$ cat config.mk
export PLATFORM = sky130hd
export DESIGN_NAME = lpt_byte_rx
export DESIGN_NICKNAME = d
export VERILOG_FILES = /design/src/rtl/lpt_rx_pkg.sv /design/src/rtl/lpt_sync.sv /design/src/rtl/lpt_fifo.sv /design/src/rtl/lpt_hs_fsm.sv /design/src/rtl/lpt_byte_rx.sv
export SDC_FILE = /design/constraint.sdc
export NUM_CORES = 1
export LEC_CHECK = 0
export BUFFER_PORTS_ARGS = -buffer_cell sky130_fd_sc_hd__buf_2
export CELL_PAD_IN_SITES_DETAIL_PLACEMENT = 1
export CELL_PAD_IN_SITES_GLOBAL_PLACEMENT = 2
export CORE_ASPECT_RATIO = 0.7
export CORE_UTILIZATION = 46
export DETAILED_ROUTE_END_ITERATION = 7
export PLACE_DENSITY_LB_ADDON = 0.15
export SYNTH_ARGS = -nofsm -noshare
export SYNTH_HDL_FRONTEND = slang
export SYNTH_SLANG_ARGS = --single-unit
$ cat constraint.sdc
create_clock -name clk_i -period 2.7 [get_ports clk_i]
set_input_delay 0.27 -clock clk_i [delete_from_list [all_inputs] [get_ports clk_i]]
set_output_delay 0.27 -clock clk_i [all_outputs]
set_load 0.02 [all_outputs]
$ cat src/rtl/lpt_rx_pkg.sv
package lpt_rx_pkg;
  typedef enum logic [1:0] {
    HS_IDLE = 2'd0,
    HS_ACK  = 2'd1,
    HS_POST = 2'd2
  } hs_state_e;
endpackage

$ cat src/rtl/lpt_sync.sv
module lpt_sync #(
  parameter int unsigned WIDTH = 1,
  parameter logic        RST_VAL = 1'b1
) (
  input  logic             clk_i,
  input  logic             rst_ni,
  input  logic [WIDTH-1:0] d_i,
  output logic [WIDTH-1:0] q_o
);
  for (genvar g = 0; g < WIDTH; g++) begin : g_bit
    logic s1_q, s2_q;
    always_ff @(posedge clk_i or negedge rst_ni) begin
      if (!rst_ni) begin
        s1_q <= RST_VAL;
        s2_q <= RST_VAL;
      end else begin
        s1_q <= d_i[g];
        s2_q <= s1_q;
      end
    end
    assign q_o[g] = s2_q;
  end
endmodule

$ cat src/rtl/lpt_fifo.sv
module lpt_fifo #(
  parameter int unsigned DW    = 8,
  parameter int unsigned DEPTH = 4
) (
  input  logic          clk_i,
  input  logic          rst_ni,
  input  logic          flush_i,
  input  logic          push_i,
  input  logic [DW-1:0] wdata_i,
  input  logic          pop_i,
  output logic [DW-1:0] rdata_o,
  output logic          empty_o,
  output logic          full_o
);
  localparam int unsigned AW = $clog2(DEPTH);

  logic [DW-1:0] mem_q [DEPTH];
  logic [AW:0]   wptr_q, rptr_q;
  logic          do_pop;

  assign empty_o = (wptr_q == rptr_q);
  assign full_o  = (wptr_q[AW] != rptr_q[AW]) && (wptr_q[AW-1:0] == rptr_q[AW-1:0]);
  assign do_pop  = pop_i && !empty_o;
  assign rdata_o = mem_q[rptr_q[AW-1:0]];

  always_ff @(posedge clk_i or negedge rst_ni) begin
    if (!rst_ni) begin
      wptr_q <= '0;
      rptr_q <= '0;
    end else if (flush_i) begin
      wptr_q <= '0;
      rptr_q <= '0;
    end else begin
      if (push_i && !full_o) wptr_q <= wptr_q + 1'b1;
      if (do_pop)            rptr_q <= rptr_q + 1'b1;
    end
  end

  always_ff @(posedge clk_i) begin
    if (push_i && !full_o && !flush_i) mem_q[wptr_q[AW-1:0]] <= wdata_i;
  end
endmodule

$ cat src/rtl/lpt_hs_fsm.sv
module lpt_hs_fsm
  import lpt_rx_pkg::*;
#(
  parameter int unsigned ACK_CYCLES = 1250
) (
  input  logic clk_i,
  input  logic rst_ni,
  input  logic fall_i,
  input  logic full_i,
  input  logic prime_i,
  output logic push_o,
  output logic busy_o,
  output logic ack_no
);
  localparam int unsigned CW = $clog2(ACK_CYCLES + 1);
  localparam logic [CW-1:0] CNT_LAST = CW'(ACK_CYCLES - 1);

  hs_state_e     state_q, state_d;
  logic [CW-1:0] cnt_q, cnt_d;

  assign push_o = (state_q == HS_IDLE) && fall_i && !full_i && !prime_i;
  assign busy_o = (state_q != HS_IDLE) || full_i;
  assign ack_no = (state_q != HS_ACK);

  always_comb begin
    state_d = state_q;
    cnt_d   = cnt_q;
    if (prime_i) begin
      state_d = HS_IDLE;
      cnt_d   = '0;
    end else begin
      unique case (state_q)
        HS_IDLE: if (push_o) begin
          state_d = HS_ACK;
          cnt_d   = '0;
        end
        HS_ACK: begin
          if (cnt_q == CNT_LAST) state_d = HS_POST;
          else                   cnt_d   = cnt_q + 1'b1;
        end
        HS_POST: state_d = HS_IDLE;
        default: state_d = HS_IDLE;
      endcase
    end
  end

  always_ff @(posedge clk_i or negedge rst_ni) begin
    if (!rst_ni) begin
      state_q <= HS_IDLE;
      cnt_q   <= '0;
    end else begin
      state_q <= state_d;
      cnt_q   <= cnt_d;
    end
  end
endmodule

$ cat src/rtl/lpt_byte_rx.sv
module lpt_byte_rx #(
  parameter int unsigned ACK_CYCLES = 1250,
  parameter int unsigned DEPTH      = 16
) (
  input  logic       clk_i,
  input  logic       rst_ni,
  input  logic       prime_en_i,
  input  logic [7:0] hst_data_i,
  input  logic       hst_strobe_ni,
  input  logic       hst_init_ni,
  output logic       hst_busy_o,
  output logic       hst_ack_no,
  output logic       hst_paper_out_o,
  output logic       hst_online_o,
  output logic       hst_fault_no,
  input  logic       paper_out_i,
  input  logic       online_i,
  input  logic       fault_i,
  input  logic       pop_i,
  output logic [7:0] rd_data_o,
  output logic       empty_o,
  output logic       full_o
);
  logic [1:0] sync_q;
  logic       strobe_s, init_s, strobe_prev_q;
  logic       fall, prime_act, push;

  lpt_sync #(.WIDTH(2), .RST_VAL(1'b1)) i_sync (
    .clk_i (clk_i),
    .rst_ni(rst_ni),
    .d_i   ({hst_init_ni, hst_strobe_ni}),
    .q_o   (sync_q)
  );
  assign strobe_s = sync_q[0];
  assign init_s   = sync_q[1];

  always_ff @(posedge clk_i or negedge rst_ni) begin
    if (!rst_ni) strobe_prev_q <= 1'b1;
    else         strobe_prev_q <= strobe_s;
  end

  assign fall      = strobe_prev_q && !strobe_s;
  assign prime_act = prime_en_i && !init_s;

  lpt_hs_fsm #(.ACK_CYCLES(ACK_CYCLES)) i_fsm (
    .clk_i  (clk_i),
    .rst_ni (rst_ni),
    .fall_i (fall),
    .full_i (full_o),
    .prime_i(prime_act),
    .push_o (push),
    .busy_o (hst_busy_o),
    .ack_no (hst_ack_no)
  );

  lpt_fifo #(.DW(8), .DEPTH(DEPTH)) i_fifo (
    .clk_i  (clk_i),
    .rst_ni (rst_ni),
    .flush_i(prime_act),
    .push_i (push),
    .wdata_i(hst_data_i),
    .pop_i  (pop_i),
    .rdata_o(rd_data_o),
    .empty_o(empty_o),
    .full_o (full_o)
  );

  assign hst_paper_out_o = paper_out_i;
  assign hst_online_o    = online_i;
  assign hst_fault_no    = !fault_i;
endmodule

==> Flow_metrics.wiki, run 1 <==
{| class="wikitable"
! Metric !! Value
|-
| Run status || complete, no violations
|-
| Number of antenna-violating nets in the routed design || 0
|-
| Postcts setup bufs || 0
|-
| Final net count || 451
|-
| Synthesis-to-layout area growth || 18.3%
|-
| Headroom to the max-slew limit || 22.7%
|-
| Detailed-router iteration count before antenna repair || 4
|-
| Clock Latency Late Sink || 0.42 ns
|-
| Synth Area in Compound Gates || 3.65%
|-
| Sequence of cells on the critical path || buf_12, mux4_2, mux4_2, buf_2
|-
| Cells on worst reg2reg path || 6
|-
| Leading cell types by total area after synthesis || sky130_fd_sc_hd__edfxtp_1, sky130_fd_sc_hd__mux4_2, sky130_fd_sc_hd__dfrtp_1
|-
| Mux contribution to synthesized area || 14.3%
|-
| Final Total Pwr || 6.47 mW
|-
| Cell Rows || 35
|-
| Time the worst path needs with I/O delays and setup || 2.58 ns
|-
| CTS Buffer Depth || 2
|-
| Beginning of the worst register-to-register path || i_fifo.wptr_q[1]$_DFFE_PN0P_
|-
| Post-synthesis sequential area ratio || 70.6%
|-
| Sort of element at the start of the critical path || flip-flop
|-
| Power density cells || 849 mW/mm^2
|-
| Cell area after synthesis || 0.00644 mm^2
|-
| Worst-path maximum fanout || 18
|-
| Reg2reg end || i_fifo.mem_q[14][3]$_DFFE_PP_
|-
| Final setup TNS || 0 ns
|-
| Syn Area/Cell || 17.8 um^2
|-
| Standard cell with the maximum stage delay on the critical path || sky130_fd_sc_hd__mux4_2
|-
| Critical path data arrival time || 2.31 ns
|-
| Clock tree from TritonCTS || yes
|-
| Mapped Nets || 386
|-
| Placed cells || 589
|-
| Number of top-level pins || 32
|-
| Internal reg-to-reg setup slack || 0.32 ns
|-
| Highest-count cells in the layout ignoring fill and taps || sky130_fd_sc_hd__edfxtp_1, sky130_fd_sc_hd__nor2_1, sky130_fd_sc_hd__mux4_2
|-
| Via count of the first global-routing pass || 3663
|-
| Worst hold path endpoint || i_fifo.mem_q[0][0]$_DFFE_PP_
|-
| Chip Height || 101 um
|-
| Proportion of netlist area held by the largest area contributor || 59.7%
|-
| First-iteration detailed-routing DRC count || 260
|-
| Core area || 0.0134 mm^2
|-
| Count of maximum capacitance violations || 0
|-
| Count of endpoints failing hold in the final timing report || 0
|-
| Worst-margin pin slew || 1.16 ns
|-
| Crit end category || primary output
|-
| N_diodes || 0
|-
| Warnings from Yosys || 0
|-
| Clock root buffer || sky130_fd_sc_hd__clkbuf_16
|-
| Critical path's largest stage delay || 0.55 ns
|-
| IO Port Bufs || 27
|-
| Highest achievable clock rate || 0.387 GHz
|-
| Count of clock tree sinks || 156
|-
| Worst path required time || 2.43 ns
|-
| Combinational family with the most area after synthesis || multiplexers
|-
| Adder-cell share of the synthesized area || 1.36%
|-
| Top cell type by total area after synthesis || sky130_fd_sc_hd__edfxtp_1
|-
| Period utilisation layout || 95.6%
|-
| Synthesized flop and latch total || 156
|-
| GP Congestion || 0.798
|-
| Non-Filler Instances || 625
|-
| Leading cell type in the layout, fill and taps excluded || sky130_fd_sc_hd__edfxtp_1
|-
| Pin count of the biggest net entering global routing || 36
|-
| Residual overflow from global routing || 0
|-
| Crit path kind || reg -> out
|-
| Final slew viol count || 0
|-
| Cell occurring most often along the worst timing path || sky130_fd_sc_hd__mux4_2
|-
| Worst hold-check path type || in -> reg
|-
| Antenna violations before repair || 0
|-
| Static power due to leakage || 2.65 nW
|-
| Number of buffers added by the clock tree synthesis step || 17
|-
| Detailed Route WL || 14900 um
|-
| GRT Util Overall || 22.9%
|-
| Fraction of final layout cells sized beyond drive strength 1 || 32.0%
|-
| Die outline width || 143 um
|-
| Max H-tree Level || 4
|-
| Half-perimeter wire length of the detailed placement result || 9480 um
|-
| Hold Startpoint || hst_data_i[0]
|-
| Detailed-route via count || 3510
|-
| Clk slew on worst S/H paths || 0.06 ns
|-
| Worst setup path start || i_fifo.rptr_q[0]$_DFFE_PN0P_
|-
| XOR/XNOR Fraction of Synth Area || 1.63%
|-
| Cell count after synthesis || 362
|-
| Global-route wire length before repair || 22600 um
|-
| Average wire length per cell after detail routing || 23.9 um
|-
| Cell depth of the worst min-delay path || 1
|-
| Basic-gate share of the synthesized area counting and, or, nand and nor cells || 6.72%
|-
| Post-DR vias/cell || 5.62
|-
| Largest clock skew in the final design || 0.00939 ns
|-
| Count of endpoints failing setup in the final report || 0
|-
| Number of distinct library cells after synthesis || 42
|-
| Peak supply drop || 0.469 mV
|-
| Number of remaining DRC errors || 0
|-
| RSZ-0062 raised after global routing || no
|-
| Die Outline Area || 0.0145 mm^2
|-
| Starting Density || 48.1%
|}
[through the flow]
step / hold slack, ns / area [um^2] / worst slack, ns / util [%]
after global routing: 0.232 / 7620 / 0.0583 / 56.9
final: 0.231 / 7620 / 0.119 / 56.9
after global placement: 0.345 / 6980 / 0.407 / 52.1
after floorplan: -0.0256 / 6440 / 0.433 / -
after detailed placement: 0.348 / 6980 / 0.347 / 52.1
after CTS: 0.209 / 7590 / 0.0207 / 56.7
[how the worst max path moves through the flow]
stage,endpoint,slack [ns],cells after the start
CTS,rd_data_o[4],0.02,4
floorplan,i_fifo.mem_q[0][0]$_DFFE_PP_,0.43,6
global placement,i_fifo.mem_q[14][5]$_DFFE_PP_,0.41,6
global route,rd_data_o[4],0.06,4
finish,rd_data_o[4],0.12,4
detailed placement,i_fifo.mem_q[14][4]$_DFFE_PP_,0.35,6
[state kept, by name, summed over array words and instances (netlist names)]
name	count
i_sync.g_bit.s2_q	2
i_fsm.state_q	2
strobe_prev_q	1
i_fifo.mem_q	128
i_fsm.cnt_q	11
i_fifo.wptr_q	5
i_fifo.rptr_q	5
i_sync.g_bit.s1_q	2
[layout make-up]
class                      instances  area (um^2)
sequential                       156         4550
clock buffer                      19          433
clock inverter                    13          149
inverter                           5         18.8
timing repair buffer              64          454
multi-input combinational        183         1780
tap                              185          231
fill                            1237         5780
[Yosys cell counts, drive strengths merged]
library cell    n
nor2           42
edfxtp        128
nor2b           2
and3            4
xor2            5
or3             1
nor3            1
dfstp           5
nand2b          2
dfrtp          23
or4b            1
nand2          11
nand4b          1
a21oi           7
a2111oi         1
ha              7
nor4            2
or4             2
buf            11
o21ai          16
mux4           40
nand3b          1
o31ai           2
o211ai          3
o41a            1
and4            4
xnor2           7
a31oi           2
inv             5
and2            4
nand3           6
mux2i           1
o2111ai         1
clkbuf          7
o221ai          1
nand4           4
mux2            1
[critical path: cells and delay by family (launching register included)]
family | cells | cell delay (ns)
muxes | 2 | 1.05
DFF | 1 | 0.43
buffers and inverters | 2 | 0.39
[cell families after synthesis]
logic type               after synthesis
multiplexers                          42
XOR/XNOR                              12
flip-flops                           156
AO/OA/AOI/OAI                         34
adder cells (fa/ha/maj)                7
AND/OR/NAND/NOR                       88
buffers and inverters                 23
[metal layers]
layer	vias to the layer above	share of wire [%]	GRT usage (%)	wire length (um)
met5	-	0	0	0
met4	0	0.85	6.96	127
met3	12	5.6	4.85	842
met2	90	44	32.1	6630
met1	1842	49	35.7	7330
li1	1566	-	-	-
[power by group]
| group | switching (mW) | total [mW] | internal [mW] |
|---|---|---|---|
| Sequential | 0.0649 | 2.73 | 2.67 |
| Clock | 0.933 | 2.37 | 1.44 |
| Combinational | 0.710 | 1.36 | 0.652 |
| Total | 1.71 | 6.47 | 4.76 |
[repair_timing]
action	in CTS	in global routing
gates resized for setup	0	1
hold endpoints to repair	25	0
hold buffers	3	0
endpoints found under the setup margin	0	5
No activity file was read; power rests on OpenSTA's default activity.
==> inputs of run 2 (changes only) <==
--- a/config.mk
+++ b/config.mk
@@ -11,6 +11,8 @@
 export CORE_ASPECT_RATIO = 0.7
 export CORE_UTILIZATION = 46
 export DETAILED_ROUTE_END_ITERATION = 7
+export GPL_ROUTABILITY_DRIVEN = 0
+export MAX_ROUTING_LAYER = met4
 export PLACE_DENSITY_LB_ADDON = 0.15
 export SYNTH_ARGS = -nofsm -noshare
 export SYNTH_HDL_FRONTEND = slang
==> run 2 against run 1 <==
Sequential cell count unchanged. Utilization unchanged. Sequential share of layout area unchanged. Register-to-register slack about the same. First-iteration DRC count grew 3.5%. Sequential power barely moved. Clock power hardly changed. Cell count is the same. Wire length is 0.48% higher. Combinational power is essentially flat. Critical path depth is the same. Critical path type unchanged. Critical endpoint unchanged. Largest power group unchanged.
==> Flow_metrics.wiki, run 2 (synthesis results as in run 1) <==
{| class="wikitable"
! Metric !! Value
|-
| Cell occurring most often along the worst timing path || sky130_fd_sc_hd__mux4_2
|-
| Count of clock tree sinks || 156
|-
| Highest-count cells in the layout ignoring fill and taps || sky130_fd_sc_hd__edfxtp_1, sky130_fd_sc_hd__nor2_1, sky130_fd_sc_hd__mux4_2
|-
| Fraction of final layout cells sized beyond drive strength 1 || 32.0%
|-
| Cell internal pwr || 4.76 mW
|-
| Period utilisation layout || 95.6%
|-
| Die Outline Area || 0.0145 mm^2
|-
| Worst path required time || 2.43 ns
|-
| Share of total power in sequential cells || 42.2%
|-
| Crit end category || primary output
|-
| Detailed-route via count || 3561
|-
| Count of endpoints failing setup in the final report || 0
|-
| IO Port Bufs || 27
|-
| Internal reg-to-reg setup slack || 0.32 ns
|-
| Antenna violations before repair || 0
|-
| Half-perimeter wire length of the detailed placement result || 9480 um
|-
| Part of the total power dissipated in the clock network || 36.7%
|-
| Static power due to leakage || 2.65 nW
|-
| Final slew viol count || 0
|-
| Core area || 0.0134 mm^2
|-
| Leading cell type in the layout, fill and taps excluded || sky130_fd_sc_hd__edfxtp_1
|-
| Final net count || 451
|-
| GRT Util Overall || 23.6%
|-
| Number of antenna-violating nets in the routed design || 0
|-
| Peak supply drop || 0.468 mV
|-
| Worst-margin pin slew || 1.15 ns
|-
| Worst-path maximum fanout || 18
|-
| Clock Latency Late Sink || 0.42 ns
|-
| Flip-flop count of the largest register, all copies and words added || 128
|-
| Starting Density || 48.1%
|-
| Synthesis-to-layout area growth || 18.3%
|-
| Highest achievable clock rate || 0.387 GHz
|-
| Worst hold-check path type || in -> reg
|-
| Count of endpoints failing hold in the final timing report || 0
|-
| Die outline width || 143 um
|-
| Critical path's largest stage delay || 0.55 ns
|-
| RSZ-0062 raised after global routing || no
|-
| Count of maximum capacitance violations || 0
|-
| Worst setup path start || i_fifo.rptr_q[0]$_DFFE_PN0P_
|-
| CP Capture Point || rd_data_o[4]
|-
| Chip Height || 101 um
|-
| Via count of the first global-routing pass || 3672
|-
| Headroom to the max-slew limit || 22.8%
|-
| Detailed-router iteration count before antenna repair || 4
|-
| Reg2reg end || i_fifo.mem_q[14][5]$_DFFE_PP_
|-
| Post-DR vias/cell || 5.70
|-
| Run status || complete, no violations
|-
| CTS Buffer Depth || 2
|-
| Global-route wire length before repair || 22500 um
|-
| Min Hold Slack || 0.238 ns
|-
| Final setup TNS || 0 ns
|-
| Crit path kind || reg -> out
|-
| Time the worst path needs with I/O delays and setup || 2.58 ns
|-
| Clock tree from TritonCTS || yes
|-
| Detailed Route WL || 15000 um
|-
| First-iteration detailed-routing DRC count || 269
|-
| Clock root buffer || sky130_fd_sc_hd__clkbuf_16
|-
| N_diodes || 0
|-
| Clk slew on worst S/H paths || 0.06 ns
|-
| Number of remaining DRC errors || 0
|-
| Final Total Pwr || 6.47 mW
|-
| Switch share || 26.4%
|-
| Critical path data arrival time || 2.31 ns
|-
| Sw power || 1.71 mW
|-
| Gate power share || 21.1%
|-
| Largest clock skew in the final design || 0.00892 ns
|-
| Cells on worst reg2reg path || 6
|-
| Standard cell with the maximum stage delay on the critical path || sky130_fd_sc_hd__mux4_2
|-
| Final cell utilization of the core || 56.9%
|-
| Number of buffers added by the clock tree synthesis step || 17
|-
| Cell Rows || 35
|-
| Sequence of cells on the critical path || buf_12, mux4_2, mux4_2, buf_2
|-
| Beginning of the worst register-to-register path || i_fifo.wptr_q[1]$_DFFE_PN0P_
|-
| Number of top-level pins || 32
|-
| Pin count of the biggest net entering global routing || 36
|-
| Sort of element at the start of the critical path || flip-flop
|-
| Power density cells || 849 mW/mm^2
|-
| Average wire length per cell after detail routing || 24.0 um
|-
| Residual overflow from global routing || 0
|-
| Fill cells || 1237
|-
| Max H-tree Level || 4
|}
## run 2: cell counts in the layout (fill, tap and decap cells not counted)
Identical to the previous run, type by type.
## run 2: critical path, delay by kind of cell (launching register included)
kind | cells | cell delay [ns]
muxes | 2 | 1.05
buffers and inverters | 2 | 0.39
DFF | 1 | 0.43
## run 2: layout make-up
cell class	count	area, um^2	share of cell area [%]
multi-input cells	183	1780	23.4
clock inverters	13	149	1.95
flip-flops and latches	156	4550	59.7
well taps	185	231	3.04
clock buffers	19	433	5.68
repair buffers	64	454	5.96
inverters	5	18.8	0.246
## run 2: metal layers
| metal | GRT usage (%) | part of all wire [%] | up-vias |
|---|---|---|---|
| met5 | - | 0 | - |
| met3 | 4.42 | 3.9 | 12 |
| met4 | 7.69 | 0.86 | 0 |
| met1 | 35.6 | 51 | 1902 |
| li1 | - | - | 1564 |
| met2 | 32.1 | 44 | 83 |
## run 2: what timing repair did
action	in CTS	in global routing
hold endpoints to repair	25	0
hold buffers	3	0
endpoints found under the setup margin	0	4
setup buffers	0	0
resized for setup	0	1
## run 2: power groups by stage
stage                     logic [mW]  clock network, mW  registers (mW)
after detailed placement        1.33                  0            2.77
final                           1.37               2.37            2.73
after floorplan                0.950                  0            2.75
after CTS                       1.34               2.42            2.73
after global routing            1.47               2.50            2.74
after global placement          1.32                  0            2.77
## run 2: how the worst min path moves through the flow
stage	startpoint	depth (start not counted)	slack, ns	end
global route	hst_data_i[7]	1	0.23	i_fifo.mem_q[9][7]$_DFFE_PP_
finish	hst_data_i[4]	1	0.24	i_fifo.mem_q[1][4]$_DFFE_PP_
CTS	hst_data_i[7]	1	0.21	i_fifo.mem_q[9][7]$_DFFE_PP_
detailed placement	rst_ni	1	0.35	i_fifo.wptr_q[4]$_DFFE_PN0P_
floorplan	rst_ni	0	-0.03	i_fifo.rptr_q[0]$_DFFE_PN0P_
global placement	rst_ni	1	0.35	i_fifo.wptr_q[4]$_DFFE_PN0P_
## run 2: through the flow
step                setup slack (ns)  instances  instance area (um^2)
floorplan                      0.433        362                  6440
global placement               0.407        589                  6980
detailed placement             0.347        589                  6980
CTS                           0.0207        624                  7590
global route                  0.0626        625                  7620
finish                         0.119        625                  7620
==> inputs of run 3 (changes only) <==
--- a/config.mk
+++ b/config.mk
@@ -8,7 +8,8 @@
 export BUFFER_PORTS_ARGS = -buffer_cell sky130_fd_sc_hd__buf_2
 export CELL_PAD_IN_SITES_DETAIL_PLACEMENT = 1
 export CELL_PAD_IN_SITES_GLOBAL_PLACEMENT = 2
-export CORE_ASPECT_RATIO = 0.7
+export CORE_ASPECT_RATIO = 0.5
+export CORE_MARGIN = 4
 export CORE_UTILIZATION = 46
 export DETAILED_ROUTE_END_ITERATION = 7
 export GPL_ROUTABILITY_DRIVEN = 0
==> run 3 against run 2 <==
Register-to-register slack gained 0.05 ns. Global-route usage shrank 3.9 points. Critical endpoint is now rd_data_o[6]. Design area shrank 0.89%. Largest cell class unchanged.
==> Flow_metrics.wiki, run 3 (synthesis results as in run 1) <==
{| class="wikitable"
! Metric !! Value
|-
| Static power due to leakage || 2.61 nW
|-
| Number of top-level pins || 32
|-
| Clock tree from TritonCTS || yes
|-
| Share of total power in sequential cells || 42.4%
|-
| Pin count of the biggest net entering global routing || 36
|-
| Number of buffers added by the clock tree synthesis step || 17
|-
| Time the worst path needs with I/O delays and setup || 2.61 ns
|-
| Count of endpoints failing hold in the final timing report || 0
|-
| Final Total Pwr || 6.44 mW
|-
| Minimum setup slack in the final design || 0.0869 ns
|-
| Postcts setup bufs || 0
|-
| Number of antenna-violating nets in the routed design || 0
|-
| Chip Height || 91.7 um
|-
| Highest achievable clock rate || 0.383 GHz
|-
| Via count of the first global-routing pass || 3803
|-
| First-iteration detailed-routing DRC count || 315
|-
| Final slew viol count || 0
|-
| Peak supply drop || 0.474 mV
|-
| Clock Latency Late Sink || 0.42 ns
|-
| Crit path kind || reg -> out
|-
| N_diodes || 0
|-
| Global-route wire length before repair || 22500 um
|-
| Flip-flop count of the largest register, all copies and words added || 128
|-
| Fraction of final layout cells sized beyond drive strength 1 || 31.3%
|-
| Worst hold-check path type || in -> reg
|-
| IO Port Bufs || 27
|-
| Cell internal pwr || 4.61 mW
|-
| Antenna violations before repair || 0
|-
| Part of the total power dissipated in the clock network || 36.3%
|-
| Sw power || 1.82 mW
|-
| Count of maximum capacitance violations || 0
|-
| Post-DR vias/cell || 5.61
|-
| Power density cells || 852 mW/mm^2
|-
| Core area || 0.0136 mm^2
|-
| Die Outline Area || 0.0161 mm^2
|-
| Detailed-router iteration count before antenna repair || 4
|-
| Sort of element at the start of the critical path || flip-flop
|-
| Detailed Route WL || 14300 um
|-
| Worst-margin pin slew || 0.915 ns
|-
| Switch share || 28.3%
|-
| Clock root buffer || sky130_fd_sc_hd__clkbuf_16
|-
| Period utilisation layout || 96.8%
|-
| Count of endpoints failing setup in the final report || 0
|-
| Run status || complete, no violations
|-
| Detailed-route via count || 3492
|-
| Gate power share || 21.3%
|-
| Number of remaining DRC errors || 0
|-
| Worst-path maximum fanout || 15
|-
| Max H-tree Level || 4
|-
| Largest clock skew in the final design || 0.0144 ns
|-
| Final net count || 442
|-
| Worst path required time || 2.43 ns
|-
| Starting Density || 47.3%
|-
| Critical path data arrival time || 2.34 ns
|-
| Cell Rows || 30
|-
| Average wire length per cell after detail routing || 22.9 um
|-
| Die outline width || 175 um
|-
| Worst Setup Slack post-DPL || 0.372 ns
|-
| Count of clock tree sinks || 156
|-
| GRT Util Overall || 19.6%
|-
| Highest-count cells in the layout ignoring fill and taps || sky130_fd_sc_hd__edfxtp_1, sky130_fd_sc_hd__nor2_1, sky130_fd_sc_hd__mux4_2
|-
| Crit end category || primary output
|-
| Headroom to the max-slew limit || 38.8%
|-
| RSZ-0062 raised after global routing || yes
|-
| Synthesis-to-layout area growth || 17.2%
|-
| Clk slew on worst S/H paths || 0.07 ns
|-
| Half-perimeter wire length of the detailed placement result || 9740 um
|-
| Leading cell type in the layout, fill and taps excluded || sky130_fd_sc_hd__edfxtp_1
|-
| CTS Buffer Depth || 2
|-
| Residual overflow from global routing || 0
|}
run 3: cell types whose count changed in the layout (fill, tap and decap cells not counted), sizes merged:
cell      previous run  this run
buf                 60        52
clkbuf              20        17
inv                  6        12
clkinvlp             3         1
bufinv               3         1
run 3: critical path, stage by stage, from the launching register on:
cell and delay [ns]:
sky130_fd_sc_hd__dfrtp_2 0.44, sky130_fd_sc_hd__buf_8 0.23, sky130_fd_sc_hd__mux4_2 0.54, sky130_fd_sc_hd__mux4_2 0.52, sky130_fd_sc_hd__buf_2 0.18
run 3: layer usage:
| layer | wire length, um | track usage, % | vias up | part of all wire, % |
|---|---|---|---|---|
| met5 | 0 | - | - | 0 |
| met4 | 133 | 4.83 | 0 | 0.93 |
| met3 | 925 | 6.34 | 16 | 6.5 |
| met2 | 6890 | 30.0 | 99 | 48 |
| met1 | 6310 | 26.1 | 1834 | 44 |
| li1 | - | - | 1543 | - |
run 3: repair_timing:
item                                   CTS  global route
hold buffers                             3             0
setup endpoints to repair                5             6
gates resized for setup                  1             4
gates cloned                             0             0
endpoints found under the hold margin   25             0
run 3: final cells by class:
type | count | area, um^2
clock inverter | 15 | 151
sequential | 156 | 4550
timing repair buffer | 55 | 383
fill | 1255 | 6070
clock buffer | 17 | 425
multi-input combinational | 183 | 1780
inverter | 5 | 18.8
tap | 192 | 240
run 3: per-stage QoR:
stage / hold WS (ns) / TNS [ns] / utilization [%] / cells / cell area, um^2
2_1_floorplan: -0.0256 / 0 / - / 362 / 6440
3_3_place_gp: 0.331 / 0 / 50.9 / 588 / 6930
3_5_place_dp: 0.344 / 0 / 50.9 / 588 / 6930
4_1_cts: 0.219 / 0 / 55.3 / 623 / 7540
5_1_grt: 0.221 / -0.0110 / 55.4 / 623 / 7550
6_report: 0.232 / 0 / 55.4 / 623 / 7550
run 3: power groups by stage:
stage / logic [mW] / registers (mW) / clock network (mW)
final: 1.37 / 2.73 / 2.34
after global routing: 1.50 / 2.74 / 2.50
after CTS: 1.39 / 2.73 / 2.38
after detailed placement: 1.38 / 2.78 / 0
after global placement: 1.35 / 2.77 / 0
after floorplan: 0.950 / 2.75 / 0
run 3: path summary, 6_finish.rpt:
kind                                                start                        endpoint  slack [ns]  cells after the start
min in group asynchronous                          rst_ni    i_fifo.rptr_q[4]$_DFFE_PN0P_        0.41                      2
setup reg to reg             i_fifo.wptr_q[3]$_DFFE_PN0P_    i_fifo.mem_q[4][0]$_DFFE_PP_        0.37                      6
max in group asynchronous                          rst_ni    i_fifo.rptr_q[0]$_DFFE_PN0P_        1.82                      2
hold reg to reg            i_sync.g_bit[1].s1_q$_DFF_PN1_  i_sync.g_bit[1].s2_q$_DFF_PN1_        0.36                      0
hold / removal                              hst_data_i[0]    i_fifo.mem_q[0][0]$_DFFE_PP_        0.23                      1
setup / recovery             i_fifo.rptr_q[0]$_DFFE_PN0P_                    rd_data_o[6]        0.09                      4
